$ cat config.mk
export PLATFORM = sky130hd
export DESIGN_NAME = wbr_bridge
export DESIGN_NICKNAME = d
export VERILOG_FILES = /design/src/rtl/wbr_pkg.sv /design/src/rtl/wbr_seq.sv /design/src/rtl/wbr_lane.sv /design/src/rtl/wbr_bridge.sv
export SDC_FILE = /design/constraint.sdc
export NUM_CORES = 1
export LEC_CHECK = 0
export ABC_AREA = 0
export BUFFER_PORTS_ARGS = -buffer_cell sky130_fd_sc_hd__buf_2
export CAP_MARGIN = 10
export CELL_PAD_IN_SITES_DETAIL_PLACEMENT = 1
export CELL_PAD_IN_SITES_GLOBAL_PLACEMENT = 2
export CORE_MARGIN = 10
export CORE_UTILIZATION = 31
export DETAILED_ROUTE_END_ITERATION = 6
export PLACE_DENSITY = 0.84
export SYNTH_ARGS = -nofsm -noshare
export SYNTH_HDL_FRONTEND = slang
export SYNTH_HIERARCHICAL = 1
export SYNTH_SLANG_ARGS = --single-unit
export TNS_END_PERCENT = 5
$ cat constraint.sdc
create_clock -name clk -period 1.85 [get_ports clk]
set_input_delay 0.0925 -clock clk [delete_from_list [all_inputs] [get_ports clk]]
set_output_delay 0.0925 -clock clk [all_outputs]
set_load 0.01 [all_outputs]
$ cat src/rtl/wbr_pkg.sv
package wbr_pkg;
    typedef enum logic [1:0] {
        ST_IDLE = 2'd0,
        ST_XFER = 2'd1,
        ST_RESP = 2'd2
    } wbr_state_t;

    typedef enum logic {
        SIZE_DYNAMIC = 1'b0,
        SIZE_NATIVE  = 1'b1
    } wbr_mode_t;
endpackage

$ cat src/rtl/wbr_seq.sv
module wbr_seq
    import wbr_pkg::*;
#(
    parameter int BEATS = 2,
    localparam int BW = (BEATS > 1) ? $clog2(BEATS) : 1
) (
    input  logic          clk,
    input  logic          rst_n,
    input  logic          req,
    input  logic          s_waitreq,
    output wbr_state_t    state,
    output logic [BW-1:0] beat,
    output logic          capture,
    output logic          beat_done,
    output logic          last
);
    wbr_state_t state_nx;
    logic [BW-1:0] beat_nx;

    always_ff @(posedge clk) begin
        if (!rst_n) begin
            state <= ST_IDLE;
            beat  <= '0;
        end else begin
            state <= state_nx;
            beat  <= beat_nx;
        end
    end

    always_comb begin
        state_nx  = state;
        beat_nx   = beat;
        capture   = 1'b0;
        beat_done = 1'b0;
        last      = (beat == BW'(BEATS - 1));
        unique case (state)
            ST_IDLE: begin
                if (req) begin
                    capture  = 1'b1;
                    beat_nx  = '0;
                    state_nx = ST_XFER;
                end
            end
            ST_XFER: begin
                if (!s_waitreq) begin
                    beat_done = 1'b1;
                    if (last) begin
                        state_nx = ST_RESP;
                    end else begin
                        beat_nx = beat + 1'b1;
                    end
                end
            end
            ST_RESP: state_nx = ST_IDLE;
            default: state_nx = ST_IDLE;
        endcase
    end

    // a response cycle only directly follows the final completed sub-access
    assert_resp_after_last_R8: assert property (@(posedge clk) disable iff (!rst_n)
        (state == ST_RESP) |-> $past(state == ST_XFER && !s_waitreq && last));

    // the response state lasts a single cycle
    assert_resp_single_R8: assert property (@(posedge clk) disable iff (!rst_n)
        (state == ST_RESP) |=> (state == ST_IDLE));
endmodule

$ cat src/rtl/wbr_lane.sv
module wbr_lane
    import wbr_pkg::*;
#(
    parameter int        AW    = 16,
    parameter int        MST_W = 32,
    parameter int        SLV_W = 16,
    parameter wbr_mode_t MODE  = SIZE_DYNAMIC,
    parameter int        BW    = 1,
    localparam int       MB    = MST_W / 8,
    localparam int       SB    = SLV_W / 8
) (
    input  logic [AW-1:0]    addr,
    input  logic [MST_W-1:0] wdata,
    input  logic [MB-1:0]    be,
    input  logic [BW-1:0]    beat,
    input  logic [SLV_W-1:0] s_rdata,
    input  logic [MST_W-1:0] rbuf_in,
    output logic [AW-1:0]    s_addr,
    output logic [SLV_W-1:0] s_wdata,
    output logic [SB-1:0]    s_be,
    output logic [MST_W-1:0] rbuf_next
);
    localparam logic [AW-1:0] MST_MASK = ~AW'(MB - 1);
    localparam logic [AW-1:0] SLV_MASK = ~AW'(SB - 1);

    wire unused_lane = ^{addr, wdata, be, beat, rbuf_in, s_rdata};

    generate
        if (MST_W > SLV_W && MODE == SIZE_DYNAMIC) begin : g_split
            always_comb begin
                s_addr    = (addr & MST_MASK) + (AW'(beat) * AW'(SB));
                s_wdata   = wdata[beat*SLV_W +: SLV_W];
                s_be      = be[beat*SB +: SB];
                rbuf_next = rbuf_in;
                rbuf_next[beat*SLV_W +: SLV_W] = s_rdata;
            end
        end else if (MST_W > SLV_W) begin : g_pad
            always_comb begin
                s_addr    = addr & MST_MASK;
                s_wdata   = wdata[SLV_W-1:0];
                s_be      = be[SB-1:0];
                rbuf_next = MST_W'(s_rdata);
            end
        end else if (MST_W < SLV_W && MODE == SIZE_DYNAMIC) begin : g_steer
            localparam int LW = $clog2(SLV_W / MST_W);
            logic [LW-1:0] lane;
            always_comb begin
                lane      = LW'((addr & AW'(SB - 1)) >> $clog2(MB));
                s_addr    = addr & SLV_MASK;
                s_be      = SB'(be) << (lane * MB);
                s_wdata   = SLV_W'(wdata) << (lane * MST_W);
                rbuf_next = MST_W'(s_rdata >> (lane * MST_W));
            end
        end else if (MST_W < SLV_W) begin : g_trunc
            always_comb begin
                s_addr    = addr & SLV_MASK;
                s_be      = SB'(be);
                s_wdata   = SLV_W'(wdata);
                rbuf_next = s_rdata[MST_W-1:0];
            end
        end else begin : g_same
            always_comb begin
                s_addr    = addr;
                s_be      = SB'(be);
                s_wdata   = SLV_W'(wdata);
                rbuf_next = MST_W'(s_rdata);
            end
        end
    endgenerate
endmodule

$ cat src/rtl/wbr_bridge.sv
module wbr_bridge
    import wbr_pkg::*;
#(
    parameter int        AW    = 16,
    parameter int        MST_W = 32,
    parameter int        SLV_W = 16,
    parameter wbr_mode_t MODE  = SIZE_DYNAMIC,
    localparam int       MB    = MST_W / 8,
    localparam int       SB    = SLV_W / 8
) (
    input  logic             clk,
    input  logic             rst_n,
    input  logic [AW-1:0]    m_addr,
    input  logic             m_read,
    input  logic             m_write,
    input  logic [MST_W-1:0] m_wdata,
    input  logic [MB-1:0]    m_be,
    output logic [MST_W-1:0] m_rdata,
    output logic             m_rdvalid,
    output logic             m_waitreq,
    output logic [AW-1:0]    s_addr,
    output logic             s_read,
    output logic             s_write,
    output logic [SLV_W-1:0] s_wdata,
    output logic [SB-1:0]    s_be,
    input  logic [SLV_W-1:0] s_rdata,
    input  logic             s_waitreq
);
    localparam int BEATS = (MODE == SIZE_DYNAMIC && MST_W > SLV_W) ? (MST_W / SLV_W) : 1;
    localparam int BW    = (BEATS > 1) ? $clog2(BEATS) : 1;

    wbr_state_t    state;
    logic [BW-1:0] beat;
    logic          capture, beat_done, last;

    logic [AW-1:0]    cap_addr;
    logic [MST_W-1:0] cap_wdata;
    logic [MB-1:0]    cap_be;
    logic             cap_wr;
    logic [MST_W-1:0] rbuf, rbuf_next;

    wbr_seq #(.BEATS(BEATS)) u_seq (
        .clk       (clk),
        .rst_n     (rst_n),
        .req       (m_read | m_write),
        .s_waitreq (s_waitreq),
        .state     (state),
        .beat      (beat),
        .capture   (capture),
        .beat_done (beat_done),
        .last      (last)
    );

    wbr_lane #(
        .AW(AW), .MST_W(MST_W), .SLV_W(SLV_W), .MODE(MODE), .BW(BW)
    ) u_lane (
        .addr      (cap_addr),
        .wdata     (cap_wdata),
        .be        (cap_be),
        .beat      (beat),
        .s_rdata   (s_rdata),
        .rbuf_in   (rbuf),
        .s_addr    (s_addr),
        .s_wdata   (s_wdata),
        .s_be      (s_be),
        .rbuf_next (rbuf_next)
    );

    always_ff @(posedge clk) begin
        if (!rst_n) begin
            cap_addr  <= '0;
            cap_wdata <= '0;
            cap_be    <= '0;
            cap_wr    <= 1'b0;
            rbuf      <= '0;
        end else begin
            if (capture) begin
                cap_addr  <= m_addr;
                cap_wdata <= m_wdata;
                cap_be    <= m_be;
                cap_wr    <= m_write;
                rbuf      <= '0;
            end else if (beat_done && !cap_wr) begin
                rbuf <= rbuf_next;
            end
        end
    end

    always_comb begin
        s_read    = (state == ST_XFER) && !cap_wr;
        s_write   = (state == ST_XFER) && cap_wr;
        m_waitreq = (state != ST_RESP);
        m_rdvalid = (state == ST_RESP) && !cap_wr;
        m_rdata   = rbuf;
    end

    // a stalled slave request keeps all its fields
    assert_hold_stall_R10: assert property (@(posedge clk) disable iff (!rst_n)
        ((s_read || s_write) && s_waitreq) |=>
            ((s_read || s_write) && $stable(s_addr) && $stable(s_be) && $stable(s_wdata)));

    // valid lasts one cycle and only with the release
    assert_valid_pulse_R9: assert property (@(posedge clk) disable iff (!rst_n)
        m_rdvalid |-> (!m_waitreq ##1 !m_rdvalid));

    // the master is released only after a slave access has completed
    assert_release_R8: assert property (@(posedge clk) disable iff (!rst_n)
        $fell(m_waitreq) |-> $past((s_read || s_write) && !s_waitreq));

    generate
        if (BEATS > 1) begin : g_chk_split
            // the next sub-access address is one slave word higher
            assert_ascend_R2: assert property (@(posedge clk) disable iff (!rst_n)
                (beat_done && !last) |=> (s_addr == $past(s_addr) + AW'(SB)));
        end
    endgenerate
endmodule

Word-level counts from Yosys, hierarchy flattened
Cells that the tools add are included.
{ "totals": {"word_cells": 45, "out_inout_bits": 70, "regBits": 88, "in_bits": 73} }
{ "op_classes": {"n_eq_ne": 6, "reduce_logical": 10, "n_shift": 4, "n_mux": 13, "n_bitwise": 2, "n_addsub": 3} }
{ "ops": {"columns": ["op", "n"], "rows": [
  ["5-bit negation with 34-bit output", 1],
  ["16-bit by 34-bit variable shift with 32-bit output (first input constant)", 1],
  ["16-bit by 34-bit variable part select with 32-bit output", 1],
  ["32-bit bitwise mux", 1],
  ["32-bit by 6-bit variable part select with 16-bit output", 1],
  ["16-bit by 2-bit adder with 16-bit output", 1],
  ["1-bit two-way mux", 7],
  ["2-bit two-way mux", 3],
  ["3-bit AND reduction", 2],
  ["1-bit logical AND", 4],
  ["2-bit by 1-bit != test with 1-bit output (second input constant)", 2],
  ["2-bit != test (second input constant)", 2],
  ["2-bit case mux with 2 select lines", 1],
  ["4-bit by 3-bit variable part select with 2-bit output", 1],
  ["2-bit by 1-bit == test with 1-bit output (second input constant)", 1],
  ["2-bit == test (second input constant)", 1],
  ["2-bit logical NOT", 1],
  ["1-bit case mux with 2 select lines", 1],
  ["2-bit nonzero test", 1],
  ["2-bit OR reduction", 1],
  ["1-bit adder (second input constant)", 1],
  ["1-bit logical NOT", 1],
  ["1-bit inverter", 1],
  ["1-bit OR", 1]
]} }

Longest topological paths before layout
Gate-level depths: netlist of run 1.
{ "depth": {"depth_word": 4, "mapped_depth": 7, "mapped_depth_nobuf": 5} }

Cells and area by module
The synthesis of run 1 kept the hierarchy.
{ "by_module_without_submodules": {"columns": ["mod", "instances", "cells_per_inst", "seq_area_each_um2", "area_per_inst_um2"], "rows": [
  ["wbr_bridge", 1, 316, 1701.6, 3235.6],
  ["wbr_lane", 1, 73, 0.0, 985.9],
  ["wbr_seq", 1, 15, 60.1, 151.4]
]} }

Worst setup path before layout of run 1
No wires, ideal clock.
{ "synth_timing": {"path_type": "input port to flip-flop", "from": "in m_write", "to": "reg rbuf[10], in the netlist m_rdata[10]", "slack_ns": 0.546, "required_time_ns": 1.780, "cell_stages": 7, "setup_ns": 0.070, "n_path_buf": 2, "arrival_ns": 1.234, "path_cell_list": "or2_2 > nor2b_1 > and2b_1 > buf_6 > nand2b_4 > buf_2 > a21oi_1"} }
{ "synth_between": {"elab_chain_cells": 4} }
{ "synth_rtl": {"columns": ["element", "line_no", "text"], "rows": [
  ["from (decl)", "wbr_bridge.sv:15", "input logic m_write,"],
  ["1-bit OR", "wbr_bridge.sv:45", ".req (m_read | m_write),"],
  ["1-bit two-way mux", "wbr_seq.sv:38", "if (req) begin"],
  ["1-bit two-way mux", "wbr_seq.sv:36", "unique case (state)"],
  ["via capture", "wbr_bridge.sv:34", "logic capture, beat_done, last;"],
  ["2-bit OR reduction (no line)", null, null],
  ["to (signal assigned)", "wbr_bridge.sv:84", "rbuf <= rbuf_next;"],
  ["to (decl)", "wbr_bridge.sv:40", "logic [MST_W-1:0] rbuf, rbuf_next;"]
]} }
The timed path passes the listed nets, and every way through them passes these cells.
A chain may end at the register's enable or synchronous reset.

Final worst setup path of run 1
{ "layout_timing": {"from": "reg u_seq.beat", "to": "out s_wdata[10]"} }
{ "layout_between": {"elab_chain_cells": 1} }
{ "layout_rtl": {"columns": ["element", "line_no", "text"], "rows": [
  ["from (decl)", "wbr_seq.sv:12", "output logic [BW-1:0] beat,"],
  ["from (signal assigned)", "wbr_seq.sv:26", "beat <= beat_nx;"],
  ["32-bit by 6-bit variable part select with 16-bit output", "wbr_lane.sv:32", "s_wdata = wdata[beat*SLV_W +: SLV_W];"],
  ["to (decl)", "wbr_bridge.sv:24", "output logic [SLV_W-1:0] s_wdata,"]
]} }
Every way passes these cells.

==> metrics.md, run 1 <==
| Metric | Value |
|---|---|
| Largest net degree at the start of global routing | `44` |
| Worst EP arrival | `between 1.5 and 2 ns` |
| TritonCTS clock tree | `done` |
| Multi-input logic area | `2160 sq um` |
| TritonRoute pass-1 iters | `5` |
| I/O Buffers | `139` |
| Die footprint | `19,000 sq um` |
| Initial core utilization | `between 30 and 40%` |
| CTS sink cnt | `86` |
| Worst reg2reg setup slack | `approximately 0.25 ns` |
| Drt initial violations | `87` |
| Clock Skews | `0.00794 ns` |
| First-pass GRT wire length | `18.5 mm` |
| Most frequent cells in the layout | `139 x buf_2, 85 x dfxtp_1, 66 x nand2_1` |
| Peak supply drop | `approximately 0.37 mV` |
| Pwr dens | `857 nW/um^2` |
| Syn avg cell area | `10.8 sq um` |
| CP max FO | `21` |
| Hold Path Stages | `3` |
| Status | `finished clean` |
| CTS Root Cell | `clkbuf_16` |
| Fin. Hold Viols | `0` |
| Clock Latency Late Sink | `roughly 0.35 ns` |
| I/O Pins | `143` |
| Max clock buf depth | `2` |
| Slowest stage cell, crit path | `buf_4` |
| Crit path kind | `register to primary output` |
| Fraction of layout cells with a size suffix above 1 | `42.3%` |
| CP peak stage delay | `0.39 ns` |
| Filler cells | `1,550` |
| Remaining global-route overflow | `0` |
| Drt via density | `around 4.5` |
| Max-cap violations | `0` |
| Critical path endpoint category | `primary output` |
| WL final | `11.8 mm` |
| Core box area | `13,400 sq um` |
| Fmax | `0.596 GHz` |
| Worst hold-check path type | `primary input to register` |
| Row count | `42` |
| CP Launch Type | `register` |
| Area grow syn2layout | `25.4%` |
| CTS resizes | `0` |
| Fin nets | `602` |
| Hpwl dp | `around 8.5 mm` |
| WP depth | `3` |
| Critical path's top delay family | `buffers and inverters` |
| Vias in the first global route | `3,634` |
| CTS buffer count | `9` |
| Mapped Cells | `just under 400` |
| DIE WIDTH | `138 um` |
| Most common cell after layout, fill and taps aside | `buf_2` |
| Clock Pin Slew Worst Setup and Hold Paths | `around 0.06 ns` |
| FF+latch area | `1730 sq um` |
| Setup TNS Final | `0 ns` |
| Yosys Warn Count | `6` |
| Remaining DRCs | `0` |
| Worst endpoint required time | `1.76 ns` |
| Chip Height | `138 um` |
| Global Route Usage Sum | `12.4%` |
| Worst reg-to-reg path cell count | `4` |
| Hold WS | `0.0105 ns` |
| Antenna violations before repair | `0` |
| Final setup fails | `0` |
| Diodes inserted | `0` |
| Tcrit/Tclk final | `90.8%` |
| Cell area after synthesis | `4290 sq um` |
| P_leak | `~0.0024 uW` |
| Pins over their slew limit | `0` |
| Crit path buf inv count | `2` |
| Detail Route Antenna Nets | `0` |
| Synthesized Nets | `470` |
| Critical Path, Cell by Cell | `buf_4 > mux2_4 > buf_2` |
| Minimum clock period | `roughly 1.7 ns` |
| Via count | `between 3,000 and 4,000` |
| Drt wl/cell | `16.6 um` |
| Gpl congestion | `roughly 0.72` |
| CTS HTree Levels | `3` |
| Unrepaired setup endpoints after global routing | `no` |
[layer usage]
| layer | track usage [%] | wire length, um | vias up |
|---|---|---|---|
| li1 | - | - | 1564 |
| met1 | 14.0 | 4910 | 1519 |
| met2 | 19.3 | 5360 | 108 |
| met3 | 7.32 | 1330 | 11 |
| met4 | 4.10 | 159 | 0 |
| met5 | 0 | 0 | - |
[stage by stage]
step                total power, uW  area, sq um  utilization [%]  instances  setup slack (ns)
finish                         4610         5390             40.2        710             0.171
global route                   4860         5390             40.2        710             0.100
CTS                            4700         5390             40.2        710             0.138
detailed placement             2790         4900             36.6        676             0.147
global placement               2760         4900             36.6        676             0.208
floorplan                      2610         4290                -        397             0.546
[final cells by class]
class / count / share of cell area [%]
clock buffer: 12 / 4.58
sequential: 86 / 32.0
multi-input combinational: 268 / 40.1
timing repair buffer: 164 / 18.2
tap: 176 / 4.09
clock inverter: 4 / 1.02
[state kept, by name, summed over array words and instances, names as in the netlist]
name         cells
m_rdata         32
cap_wr           1
u_seq/state      2
u_seq/beat       1
cap_wdata       32
cap_be           4
cap_addr        14
[worst min-delay path, cell delays in order]
cell     delay, ns
buf_2         0.07
mux2i_1       0.05
nor2b_1       0.10
[power by group]
group / switching [uW] / total (uW) / internal (uW)
sequential: 58.2 / 2010 / 1950
clock: 749 / 1840 / 1090
combinational: 356 / 768 / 412
[path summary, 6_finish.rpt]
path | end | startpoint
min reg2reg | m_rdata[10] | m_rdata[10]
max reg2reg | m_rdata[27] | u_seq/state[1]
min | cap_wdata[13] | m_wdata[13]
max | s_wdata[10] | u_seq/beat
[timing repair]
action	CTS	global route
hold buffers	18	0
endpoints found under the hold margin	18	0
setup endpoints to repair	0	0
buffers inserted	0	0
(Power assumes the default switching activity.)
==> run 2: changes to the inputs <==
--- a/config.mk
+++ b/config.mk
@@ -11,11 +11,10 @@
 export CELL_PAD_IN_SITES_DETAIL_PLACEMENT = 1
 export CELL_PAD_IN_SITES_GLOBAL_PLACEMENT = 2
 export CORE_MARGIN = 10
-export CORE_UTILIZATION = 31
+export CORE_UTILIZATION = 27
 export DETAILED_ROUTE_END_ITERATION = 6
-export PLACE_DENSITY = 0.84
+export PLACE_DENSITY = 0.83
 export SYNTH_ARGS = -nofsm -noshare
 export SYNTH_HDL_FRONTEND = slang
-export SYNTH_HIERARCHICAL = 1
 export SYNTH_SLANG_ARGS = --single-unit
 export TNS_END_PERCENT = 5
==> run 2 against run 1 <==
Utilization increased by 1.8 points. Sequential power grew 3%. Clock-buffer cell count is the same. Maximum frequency fell by 0.94%. Sequential share of layout area rose by 3.8 points. Critical endpoint is now s_wdata[8]. Largest power group unchanged.
==> metrics.md, run 2 <==
| Metric | Value |
|---|---|
| TritonRoute pass-1 iters | `4 (-1)` |
| Mapped Cells | `306 (-23%)` |
| Peak supply drop | `0.547 mV (+46%)` |
| Chip Height | `128 um (-6.7%)` |
| Synth top area share | `~54%` |
| CP peak stage delay | `0.70 ns (+0.31 ns)` |
| Final setup fails | `0 (unchanged)` |
| Primary FF master, synth | `dfxtp_1` |
| CTS HTree Levels | `3 (unchanged)` |
| Tcrit/Tclk final | `91.6% (+0.86 points)` |
| First-pass GRT wire length | `17.9 mm (-3.3%)` |
| Status | `finished clean` |
| DIE WIDTH | `128 um (-6.7%)` |
| P_leak | `0.00215 uW (-12%)` |
| Yosys Warn Count | `0 (-6)` |
| Non-Filler Instances | `634 (-11%)` |
| CTS Root Cell | `clkbuf_16` |
| EDFF count, synth | `0` |
| Remaining global-route overflow | `0 (unchanged)` |
| Critical path launch point | `u_seq.beat` |
| R2R Path Start | `u_seq.state[1]` |
| Remaining DRCs | `0 (unchanged)` |
| Sequential share of power | `43.3% (-0.2 points)` |
| Worst reg2reg setup slack | `0.26 ns (about the same)` |
| Area leader, netlist | `dfxtp_1` |
| Slowest stage cell, crit path | `dfxtp_2` |
| Crit path buf inv count | `1 (-1)` |
| Most common cell after layout, fill and taps aside | `buf_2` |
| Gpl congestion | `0.721 (+0.63%)` |
| Combinational group share of total power | `16.1% (-0.5 points)` |
| Hpwl dp | `7.38 mm (-13%)` |
| Part of the power in the clock network | `40.5% (+0.6 points)` |
| CP Launch Type | `register` |
| Sequential fraction of the synthesis area | `a little over half` |
| Ranking of synthesized cells by area | `dfxtp_1 54%, a22o_1 14%, mux2_2 6.4%` |
| Netlist cell types | `27` |
| CTS resizes | `0 (unchanged)` |
| Pwr dens | `992 nW/um^2 (+16%)` |
| Largest net degree at the start of global routing | `52 (+18%)` |
| Async SR Flop Fraction | `0%` |
| Critical path endpoint category | `primary output` |
| Multi-input logic area | `1290 sq um (-40%)` |
| Critical Path, Cell by Cell | `mux2_2 > buf_2` |
| Most common cell in the netlist | `dfxtp_1` |
| CTS buffer count | `9 (unchanged)` |
| Die footprint | `16,500 sq um (-13%)` |
| Clock Latency Late Sink | `0.34 ns (about the same)` |
| Critical path's top delay family | `flip-flops` |
| Cell area after synthesis | `3180 sq um (-26%)` |
| Crit path kind | `register to primary output` |
| Worst endpoint required time | `1.76 ns (about the same)` |
| Worst reg-to-reg path cell count | `3 (-1)` |
| Worst-Margin Slew | `0.580 ns` |
| Detail Route Antenna Nets | `0 (unchanged)` |
| Int Power | `3580 uW (+3.7%)` |
| Sw Pwr | `1190 uW (+2.6%)` |
| Syn avg cell area | `10.4 sq um (-4.0%)` |
| Synth Register Bits | `86` |
| I/O Pins | `143 (unchanged)` |
| Unrepaired setup endpoints after global routing | `no` |
| Crit path capture | `s_wdata[8]` |
| Pins over their slew limit | `0 (unchanged)` |
| Slew margin rel. | `between 60% and 70%` |
| Max clock buf depth | `2 (unchanged)` |
| WP depth | `2 (-1)` |
| Drt via density | `4.84 (+7.3%)` |
| Via count | `3,069 (-4.2%)` |
| Row count | `39 (-7.1%)` |
| Clock Pin Slew Worst Setup and Hold Paths | `0.06 ns (about the same)` |
| Post-CTS setup buffers | `0 (unchanged)` |
| Cts hold-fix bufs | `51 (+33)` |
| TritonCTS clock tree | `done` |
| Drt wl/cell | `17.7 um (+7.1%)` |
| Sw frac | `25.0% (-0.19 points)` |
| Initial core utilization | `27.7% (-4.3 points)` |
| Area grow syn2layout | `51.4%` |
| I/O Buffers | `139 (unchanged)` |
| Most frequent cells in the layout | `139 x buf_2, 85 x dfxtp_1, 51 x dlygate4sd3_1` |
| Core box area | `11,500 sq um (-14%)` |
| Fmax | `0.590 GHz (-0.94%)` |
| Placed insts | `565 (-16%)` |
| Clock Skews | `0.00428 ns (-0.00366 ns)` |
| Fraction of layout cells with a size suffix above 1 | `37.8% (-4.5 points)` |
| CP max FO | `22 (+4.8%)` |
| Synthesized Nets | `379 (-19%)` |
| Drt initial violations | `136 (+56%)` |
| Max-cap violations | `0 (unchanged)` |
| Antenna violations before repair | `2 (+2)` |
| Worst R2R End | `m_rdata[27]` |
| Fin. Hold Viols | `0 (unchanged)` |
| WL final | `11.2 mm (-4.3%)` |
| Vias in the first global route | `3,371 (-7.2%)` |
| Minimum clock period | `1.69 ns (+0.0159 ns)` |
| Commonest cells in the netlist | `86 x dfxtp_1, 50 x a22o_1, 32 x a21oi_1, 32 x nand3_1, 31 x o21ai_1` |
| Global Route Usage Sum | `13.4% (+0.96 points)` |
| Filler cells | `1,298 (-16%)` |
| Worst hold-check path type | `primary input to register` |
| Fin nets | `557 (-7.5%)` |
| Worst EP arrival | `1.60 ns (about the same)` |
| Setup TNS Final | `0 ns (unchanged)` |
| FF+latch area | `1720 sq um (-0.14%)` |
| CTS sink cnt | `86 (unchanged)` |
==> run 2: stage by stage <==
step                area [sq um]  util, %  hold WS (ns)  worst slack (ns)  total power (uW)
detailed placement          3980     34.7         0.306             0.258              2800
finish                      4810     42.0        0.0276             0.155              4770
global placement            3980     34.7         0.303             0.284              2770
global route                4810     42.0        0.0402            0.0815              4970
CTS                         4810     41.9       0.00955             0.105              4840
floorplan                   3180        -         0.169             0.456              2500
==> run 2: tightest hold or removal path, stage by stage <==
cell     delay, ns
buf_2         0.10
nand3_1       0.07
a21oi_1       0.05
==> run 2: final cells by class <==
cell class	instances	share of cell area, %
Sequential cell	86	35.8
Antenna cell	2	0.104
Multi-Input combinational cell	187	26.8
Clock buffer	12	5.12
Tap cell	143	3.72
Timing Repair Buffer	198	26.8
Clock inverter	4	1.46
Inverter	2	0.156
==> run 2: power by group through the flow <==
stage / Sequential [uW] / Combinational, uW / Clock [uW]
3_5_place_dp: 2110 / 687 / 0
5_1_grt: 2090 / 841 / 2050
3_3_place_gp: 2100 / 663 / 0
4_1_cts: 2070 / 773 / 1990
2_1_floorplan: 2100 / 403 / 0
6_report: 2070 / 769 / 1930
==> run 2: layer usage <==
layer	up-vias	track usage (%)	share of wire, %
met2	102	22.3	49
li1	1481	-	-
met5	-	0	0
met1	1476	14.2	40
met4	0	5.17	1.4
met3	10	6.82	9.7
==> run 2: worst min path at each step <==
stage,from,end,slack [ns],depth (start not counted)
after floorplan,s_waitreq,u_seq.state[1],0.17,1
after global placement,m_be[2],cap_be[2],0.30,2
after detailed placement,m_be[3],cap_be[3],0.31,2
after CTS,s_rdata[14],m_rdata[30],0.01,3
after global routing,s_rdata[9],m_rdata[25],0.04,3
final,s_rdata[14],m_rdata[30],0.03,3
==> run 2: logic make-up (layout without fill, tap and decap cells) <==
logic type             Yosys count  after routing  share of synthesized area [%]
AOI/OAI and AO/OA              120            120                           25.2
buffers and inverters           33            216                           5.87
DFF                             86             86                           54.2
muxes                           18             18                           6.38
other                            1              3                          0.118
and+or+nand+nor                 48             48                           8.27
==> run 3: changes to the inputs <==
--- a/config.mk
+++ b/config.mk
@@ -5,15 +5,16 @@
 export SDC_FILE = /design/constraint.sdc
 export NUM_CORES = 1
 export LEC_CHECK = 0
-export ABC_AREA = 0
+export ABC_AREA = 1
 export BUFFER_PORTS_ARGS = -buffer_cell sky130_fd_sc_hd__buf_2
 export CAP_MARGIN = 10
 export CELL_PAD_IN_SITES_DETAIL_PLACEMENT = 1
 export CELL_PAD_IN_SITES_GLOBAL_PLACEMENT = 2
 export CORE_MARGIN = 10
-export CORE_UTILIZATION = 27
+export CORE_UTILIZATION = 25
 export DETAILED_ROUTE_END_ITERATION = 6
-export PLACE_DENSITY = 0.83
+export PLACE_DENSITY = 0.82
+export SLEW_MARGIN = 20
 export SYNTH_ARGS = -nofsm -noshare
 export SYNTH_HDL_FRONTEND = slang
 export SYNTH_SLANG_ARGS = --single-unit
==> run 3 against run 2 <==
Utilization down 4.5 points. Sequential power down 3%. Clock power up 9%. Via count up 15%.
==> metrics.md, run 3 <==
| Metric | Value |
|---|---|
| Most common cell after layout, fill and taps aside | `nand2_1` |
| Antenna violations before repair | `0 (-2)` |
| Netlist cell types | `24 (-11%)` |
| Remaining DRCs | `0 (unchanged)` |
| Worst hold-check path type | `primary input to register` |
| Tcrit/Tclk final | `86.0% (-5.7 points)` |
| WL final | `11.5 mm (+2.2%)` |
| Max clock buf depth | `2 (unchanged)` |
| Clock Skews | `0.00812 ns (+0.00385 ns)` |
| Synth Register Bits | `86 (unchanged)` |
| Synthesized Nets | `562 (+48%)` |
| Worst EP arrival | `1.50 ns (-0.10 ns)` |
| Die footprint | `19,400 sq um (+17%)` |
| Multi-input logic area | `1350 sq um (+4.9%)` |
| Ranking of synthesized cells by area | `dfxtp_1 49%, nand2_1 21%, nor2_1 6.0%` |
| Clock Latency Late Sink | `0.34 ns (about the same)` |
| CTS Root Cell | `clkbuf_16` |
| GRT busiest layer | `met2` |
| Hpwl dp | `7.75 mm (+4.9%)` |
| Largest net degree at the start of global routing | `65 (+25%)` |
| Filler cells | `1,732 (+33%)` |
| Syn avg cell area | `7.25 sq um (-30%)` |
| Row count | `43 (+10%)` |
| Met3 Use GR | `4.59% (-2.2 points)` |
| Placed insts | `786 (+39%)` |
| Async SR Flop Fraction | `0% (unchanged)` |
| CP Launch Type | `register` |
| Fin. Hold Viols | `0 (unchanged)` |
| Pins over their slew limit | `0 (unchanged)` |
| Pwr dens | `909 nW/um^2 (-8.3%)` |
| Setup TNS Final | `0 ns (unchanged)` |
| Fraction of layout cells with a size suffix above 1 | `27.2% (-11 points)` |
| Synth top area share | `48.5% (-5.6 points)` |
| Critical Path, Cell by Cell | `buf_4 > nand2_1 > o21ai_0 > buf_2` |
| Chip Height | `139 um (+8.3%)` |
| CTS buffer count | `9 (unchanged)` |
| Gpl congestion | `0.742 (+2.9%)` |
| Detail Route Antenna Nets | `0 (unchanged)` |
| Critical path endpoint category | `primary output` |
| EDFF count, synth | `0 (unchanged)` |
| Peak supply drop | `0.373 mV (-32%)` |
| CTS sink cnt | `86 (unchanged)` |
| CP peak stage delay | `0.36 ns (-0.34 ns)` |
| Max-cap violations | `0 (unchanged)` |
| Cell area after synthesis | `3550 sq um (+12%)` |
| Remaining global-route overflow | `0 (unchanged)` |
| FF+latch area | `1720 sq um (about the same)` |
| Worst endpoint required time | `1.76 ns (about the same)` |
| I/O Pins | `143 (unchanged)` |
| Sequential fraction of the synthesis area | `48.5% (-5.6 points)` |
| Mapped Cells | `489 (+60%)` |
| Initial core utilization | `25.6% (-2.2 points)` |
| Core box area | `13,900 sq um (+21%)` |
| Worst reg2reg setup slack | `0.33 ns (+0.07 ns)` |
| Grt met1 use | `13.5% (-0.75 points)` |
| Area grow syn2layout | `46.7%` |
| Global Route Usage Sum | `11.8% (-1.6 points)` |
| Core utilization of the finished layout | `37.5% (-4.5 points)` |
| CP max FO | `37 (+68%)` |
| I/O Buffers | `139 (unchanged)` |
| P_leak | `0.00271 uW (+26%)` |
| Primary FF master, synth | `dfxtp_1` |
| Drt initial violations | `131 (-3.7%)` |
| Drt wl/cell | `13.3 um (-25%)` |
| CTS HTree Levels | `3 (unchanged)` |
| Status | `finished clean` |
| Commonest cells in the netlist | `200 x nand2_1, 86 x dfxtp_1, 57 x nor2_1` |
| Drt via density | `4.09 (-16%)` |
| Yosys Warn Count | `0 (unchanged)` |
| Final setup fails | `0 (unchanged)` |
| CTS resizes | `0 (unchanged)` |
| Crit path buf inv count | `2 (+1)` |
| Unrepaired setup endpoints after global routing | `no` |
| Diodes inserted | `0 (-2)` |
| Met2 Usage GRT | `19.5% (-2.8 points)` |
| Critical path's top delay family | `buffers and inverters` |
| Minimum clock period | `1.59 ns (-0.105 ns)` |
| Area leader, netlist | `dfxtp_1` |
| Slowest stage cell, crit path | `dfxtp_1` |
| Non-Filler Instances | `861 (+36%)` |
| Vias in the first global route | `3,884 (+15%)` |
| TritonCTS clock tree | `done` |
| Clock Pin Slew Worst Setup and Hold Paths | `0.06 ns (about the same)` |
| Via count | `3,520 (+15%)` |
| Most common cell in the netlist | `nand2_1` |
| DIE WIDTH | `139 um (+8.3%)` |
| Fin nets | `749 (+34%)` |
| Most frequent cells in the layout | `200 x nand2_1, 139 x buf_2, 86 x dfxtp_1` |
| TritonRoute pass-1 iters | `4 (unchanged)` |
| First-pass GRT wire length | `19.1 mm (+6.8%)` |
| Fmax | `0.629 GHz (+6.6%)` |
| Crit path kind | `register to primary output` |
## run 3: cell types whose count changed after synthesis, sizes merged, moves of 29 or more
| cell | before | now |
|---|---|---|
| inv | 2 | 59 |
| nor2 | 7 | 72 |
| nand2 | 1 | 202 |
| nand3 | 32 | 3 |
| a21oi | 32 | 2 |
| a22o | 50 | 0 |
## run 3: final timing paths
path,from,cells after the start,to
hold reg to reg,cap_addr[3],2,cap_addr[3]
setup / recovery,u_seq.beat,4,s_wdata[10]
setup reg to reg,u_seq.state[1],6,m_rdata[20]
hold / removal,s_rdata[12],3,m_rdata[12]
## run 3: metrics by stage
stage / hold slack (ns) / power (uW) / worst slack (ns) / cell area (sq um)
after floorplan: 0.203 / 2380 / 0.728 / 3550
after CTS: 0.00106 / 4810 / 0.246 / 5200
after global placement: 0.286 / 2560 / 0.387 / 4260
after detailed placement: 0.293 / 2580 / 0.311 / 4260
after global routing: 0.0153 / 4970 / 0.138 / 5200
final: 0.00767 / 4730 / 0.260 / 5200
## run 3: timing repair
item	in CTS	in global routing
buffers inserted	0	0
endpoints found under the setup margin	0	0
hold buffers	59	0
endpoints found under the hold margin	66	0
## run 3: kinds of logic after synthesis
group | synth area share [%]
and+or+nand+nor | 32.1
AOI/OAI and AO/OA | 5.93
DFF | 48.5
other | 0.106
buffers and inverters | 13.3
## run 3: metal layers
metal,up-vias,part of all wire [%]
li1,1810,-
met1,1599,45
met2,98,46
met3,13,7.4
met4,0,1.5
met5,-,0
## run 3: cell type report
type	count	share of cell area, %
clock buffers	14	5.65
clock inverters	2	1.15
repair buffers	201	25.4
well taps	180	4.33
flip-flops and latches	86	33.1
multi-input cells	319	26.0
inverters	59	4.40
## run 3: worst reg2reg max path: stages (launching register included)
cell,delay [ns]
dfxtp_1,0.43
nor2_2,0.09
nand2_4,0.10
nand2_4,0.20
inv_8,0.37
nand2_1,0.15
nor2_1,0.11
## run 3: power breakdown
group	internal, uW	switching [uW]	leakage, uW
clock	1370	737	0.000175
combinational	274	347	0.00183
sequential	1960	47.2	0.000704
total	3600	1130	0.00271
